==> src/rtl/brm_pkg.sv <==
package brm_pkg;

   // Default width of the rate word and of the window counter.
   localparam int unsigned BRM_DEF_W = 6;

   // Rate bit index that is selected by a lowest-set-bit position k.
   function automatic int unsigned brm_rate_idx(input int unsigned w, input int unsigned k);
      return w - 1 - k;
   endfunction

endpackage

==> src/rtl/brm_counter.sv <==
module brm_counter #(
   parameter int unsigned W = brm_pkg::BRM_DEF_W
) (
   input  logic         clk_i,
   input  logic         clr_n_i,
   input  logic         en_i,
   output logic [W-1:0] cnt_o,
   output logic [W-1:0] cnt_nxt_o,
   output logic         full_o
);
   localparam logic [W-1:0] ONE  = W'(1);
   localparam logic [W-1:0] ALL1 = {W{1'b1}};

   logic [W-1:0] cnt_q;

   assign cnt_nxt_o = cnt_q + ONE;
   assign full_o    = (cnt_q == ALL1);
   assign cnt_o     = cnt_q;

   always_ff @(posedge clk_i) begin
      if (!clr_n_i) begin
         cnt_q <= '0;
      end else if (en_i) begin
         cnt_q <= cnt_nxt_o;
      end
   end
endmodule

==> src/rtl/brm_decode.sv <==
module brm_decode #(
   parameter int unsigned W = brm_pkg::BRM_DEF_W
) (
   input  logic [W-1:0] val_i,
   input  logic [W-1:0] rate_i,
   output logic         hit_o
);
   // sel[k] is high when bit k is the lowest set bit of val_i.
   logic [W-1:0] sel;
   logic [W-1:0] gated;

   for (genvar k = 0; k < W; k++) begin : g_cls
      if (k == 0) begin : g_lsb
         assign sel[k] = val_i[0];
      end else begin : g_upper
         assign sel[k] = val_i[k] & ~(|val_i[k-1:0]);
      end
      assign gated[k] = sel[k] & rate_i[brm_pkg::brm_rate_idx(W, k)];
   end

   assign hit_o = |gated;
endmodule

==> src/rtl/brm_pulse_reg.sv <==
module brm_pulse_reg (
   input  logic clk_i,
   input  logic clr_n_i,
   input  logic en_i,
   input  logic hit_i,
   output logic pulse_o
);
   logic pulse_q;

   always_ff @(posedge clk_i) begin
      if (!clr_n_i) begin
         pulse_q <= 1'b0;
      end else begin
         pulse_q <= en_i & hit_i;
      end
   end

   assign pulse_o = pulse_q;
endmodule

==> src/rtl/binary_rate_mult.sv <==
module binary_rate_mult #(
   parameter int unsigned W = brm_pkg::BRM_DEF_W
) (
   input  logic         clk_i,
   input  logic         clr_n_i,
   input  logic         en_i,
   input  logic [W-1:0] rate_i,
   output logic         pulse_o,
   output logic         tc_o
);
   // width legality
   if (W < 1) begin : g_bad_w
      $error("binary_rate_mult: W must be at least 1");
   end

   logic [W-1:0] cnt_q;
   logic [W-1:0] cnt_nxt;
   logic         full;
   logic         hit;

   brm_counter #(.W(W)) u_cnt (
      .clk_i     (clk_i),
      .clr_n_i   (clr_n_i),
      .en_i      (en_i),
      .cnt_o     (cnt_q),
      .cnt_nxt_o (cnt_nxt),
      .full_o    (full)
   );

   // Decode the value the counter is about to take.
   brm_decode #(.W(W)) u_dec (
      .val_i  (cnt_nxt),
      .rate_i (rate_i),
      .hit_o  (hit)
   );

   brm_pulse_reg u_pr (
      .clk_i   (clk_i),
      .clr_n_i (clr_n_i),
      .en_i    (en_i),
      .hit_i   (hit),
      .pulse_o (pulse_o)
   );

   assign tc_o = en_i & full;
endmodule

==> config.mk <==
export PLATFORM = sky130hd
export DESIGN_NAME = binary_rate_mult
export DESIGN_NICKNAME = d
export VERILOG_FILES = /design/src/rtl/brm_pkg.sv /design/src/rtl/brm_counter.sv /design/src/rtl/brm_decode.sv /design/src/rtl/brm_pulse_reg.sv /design/src/rtl/binary_rate_mult.sv
export SDC_FILE = /design/constraint.sdc
export NUM_CORES = 1
export LEC_CHECK = 0
export ABC_AREA = 1
export BUFFER_PORTS_ARGS = -buffer_cell sky130_fd_sc_hd__buf_2
export CAP_MARGIN = 20
export CORE_AREA = 8 8 45 47
export CTS_BUF_LIST = sky130_fd_sc_hd__clkbuf_8
export CTS_CLUSTER_SIZE = 10
export DETAILED_ROUTE_END_ITERATION = 10
export DIE_AREA = 0 0 53 55
export SETUP_SLACK_MARGIN = 0.4
export SLEW_MARGIN = 20
export SYNTH_ARGS = -nofsm -noshare
export SYNTH_HDL_FRONTEND = slang
export SYNTH_HIERARCHICAL = 1
export SYNTH_SLANG_ARGS = --single-unit
==> constraint.sdc <==
create_clock -name clk_i -period 2.4 [get_ports clk_i]
set_input_delay 0 -clock clk_i [delete_from_list [all_inputs] [get_ports clk_i]]
set_output_delay 0 -clock clk_i [all_outputs]
set_load 0.02 [all_outputs]
==> flow_metrics.tcl <==
set metrics [dict create \
    finalPower_uw 353 \
    grt-ovfl-total 0 \
    power_frac_comb_pct 16.0 \
    gr-usage-all-layers_pct 7.70 \
    ys_seq_area_share_pct 31.1 \
    vias 440 \
    tritoncts "built" \
    crit_required_ns 2.57 \
    nNetsFinal 98 \
    finalMaxSlewViolations 0 \
    slew_headroom_pct 79.5 \
    io_pins 11 \
    grt_setup_unrepaired "no" \
    cts_buffers 3 \
    antenna_found_initial 0 \
    ys_types 17 \
    wirelength_mm 1.00 \
    switching_share_pct 26.6 \
    synth_mux_area_share_pct 0 \
    power.switching_uw 94.0 \
    insertion_delay_ns 0.23 \
    cp.arrival_ns 1.54 \
    core.rowCount 14 \
    ys_async_sr_fraction_pct 0 \
    n_fill_cell 154 \
    tightest_slew_ns 0.307 \
    gp_congestion 0.754 \
    drc_errors 0 \
    synth_ff_type "dfxtp_1" \
    grt_pass1_vias 403 \
    max_freq_mhz 732 \
    synth-seq-cells 7 \
    synth_simple_gate_area_share_pct 36.1 \
    r2r_cells 8 \
    power_frac_seq_pct 37.7 \
    dieWidth_um 53 \
    synth_xor_area_share_pct 3.89 \
    worstSetupEndpointType "register" \
    hold_depth 3 \
    drt_iter0_markers 10 \
    synth_common_cells "inv_1, nand2_1, nor2_1" \
    clk_pin_slew_ns 0.04 \
    powerDensity_nw_per_um2 625 \
    cap_violations 0 \
    p_int_uw 259 \
    hold_viol_final 0 \
    postCtsSetupBuffers 0 \
    drive_above_1_share_pct 19.5 \
    place_hpwl_um 770 \
    p_leak_nw 0.333 \
    cp_max_fo 4 \
    port_buffers 10 \
    area_delta_synth_final_pct 25.6 \
    synth_top_area_cell "dfxtp_1" \
    multiInputGateArea_um2 246 \
    final_antenna_net_count 0 \
    min_period_ns 1.37 \
    grt_pass1_wl_mm 1.59 \
    regArea_um2 140 \
    syn_nets 83 \
    yosys_warnings 6 \
    antennaDiodeCount 0 \
    path_cells "ha_1, xor2_1, inv_1, nand2_1, nand3_1, nand3_1, nand2_1, nor2_2" \
    clock-sinks 7 \
    clkPwrFrac_pct 46.3 \
    wl_per_cell_um 9.74 \
    finalSetupViolations 0 \
    setup_tns_ns 0 \
    syn_avg_cell_area_um2 6.17 \
    synth_cells 73 \
    die_h_um 55 \
    root_buffer "clkbuf_8" \
    synth-edff-count 0 \
    syn-cell-area_um2 450 \
    cp-start-kind "register" \
    holdBufCountCts 0 \
    synth_top_area_share_pct 31.1 \
    finalClockSkew_ns 0.000678 \
    finalCritPeriodShare_pct 56.9 \
    synthAdderAreaFrac_pct 2.78 \
    dr.pass1.iters 4 \
    synthTopCellsByArea "dfxtp_1, inv_1, nand2_1" \
    worstSetupPathType "reg2reg" \
    synth_top_family_by_area "simple AND/OR/NAND/NOR gates" \
    synth_compound_area_share_pct 11.9 \
    core_um2 1380 \
    htreeDepth 1 \
    vdd_drop_max_mv 0.234 \
    critPathSlowestCell "dfxtp_1" \
    max_stage_delay_ns 0.37 \
    routed_via_density 4.27 \
    grt_max_degree 9 \
    status "completed" \
    post_cts_resized 0 \
    hold_class "in2reg" \
    fp.dieArea_um2 2920 \
    cts_buffer_depth 2 \
    start_util_pct 32.5 \
]
-- registers in the layout, indices dropped and copies added (netlist names) --
name,cells
u_pr/pulse_o,1
u_cnt/cnt_o,6
-- layer usage --
| layer | wire length (µm) | global-route usage (%) | vias to the layer above |
|---|---|---|---|
| li1 | - | - | 251 |
| met1 | 459 | 7.90 | 176 |
| met5 | 0 | 0 | - |
| met2 | 440 | 11.3 | 9 |
| met3 | 67 | 1.87 | 4 |
| met4 | 35 | 10.3 | 0 |
-- cell usage in the layout, fill, tap and decap left out, drive strengths merged --
cell type,Yosys,final
inv,17,18
nand2,18,18
buf,0,10
nor2,10,10
dfxtp,7,7
nand3,6,6
o21ai,4,4
clkbuf,0,3
a21oi,3,3
xor2,2,2
nand4,2,2
o21bai,1,1
nor3,1,1
ha,1,1
o21a,1,1
-- cell type report --
cell class	count	share of cell area [%]
clock buffer	3	7.30
clock inverter	1	0.664
inverter	17	11.3
multi-input combinational	49	43.6
sequential	7	24.8
tap	16	3.54
timing repair buffer	10	8.85
-- power by group through the flow --
stage	combinational, mW	sequential (mW)	clock, mW
2_1_floorplan	0.0392	0.135	0
4_1_cts	0.0566	0.133	0.172
6_report	0.0567	0.133	0.164
3_5_place_dp	0.0564	0.135	0
5_1_grt	0.0650	0.134	0.175
3_3_place_gp	0.0564	0.134	0
-- final timing paths --
path	start	endpoint	slack [ns]
max reg2reg	u_cnt/cnt_o[1]	u_pr/pulse_o	1.03
min	clr_n_i	u_pr/pulse_o	0.03
min reg2reg	u_cnt/cnt_o[1]	u_cnt/cnt_o[1]	0.58
max	u_cnt/cnt_o[1]	u_pr/pulse_o	1.03
-- metrics by stage --
| step | hold WS (ns) | util [%] | setup slack [ns] | cells | cell area [µm²] |
|---|---|---|---|---|---|
| 6_report | 0.0284 | 40.9 | 1.03 | 103 | 566 |
| 5_1_grt | 0.0576 | 40.9 | 0.862 | 103 | 566 |
| 4_1_cts | 0.0235 | 40.9 | 1.02 | 103 | 566 |
| 3_3_place_gp | 0.263 | 37.6 | 1.05 | 99 | 520 |
| 2_1_floorplan | 0.126 | - | 1.18 | 73 | 450 |
| 3_5_place_dp | 0.268 | 37.6 | 1.03 | 99 | 520 |
-- worst max-delay path, delay by kind of cell, from the launching register on --
kind	cells	cell delay (ns)
buffers and inverters	1	0.07
XOR/XNOR	1	0.30
AND/OR/NAND/NOR	5	0.35
flip-flops	1	0.37
adder cells (fa/ha/maj)	1	0.22
-- kinds of logic after synthesis --
logic type,Yosys count
AND/OR/NAND/NOR,37
flip-flops,7
AO/OA/AOI/OAI,9
buffers and inverters,17
XOR/XNOR,2
adder cells (fa/ha/maj),1
Note: power is estimated with default switching activity, not from simulation.
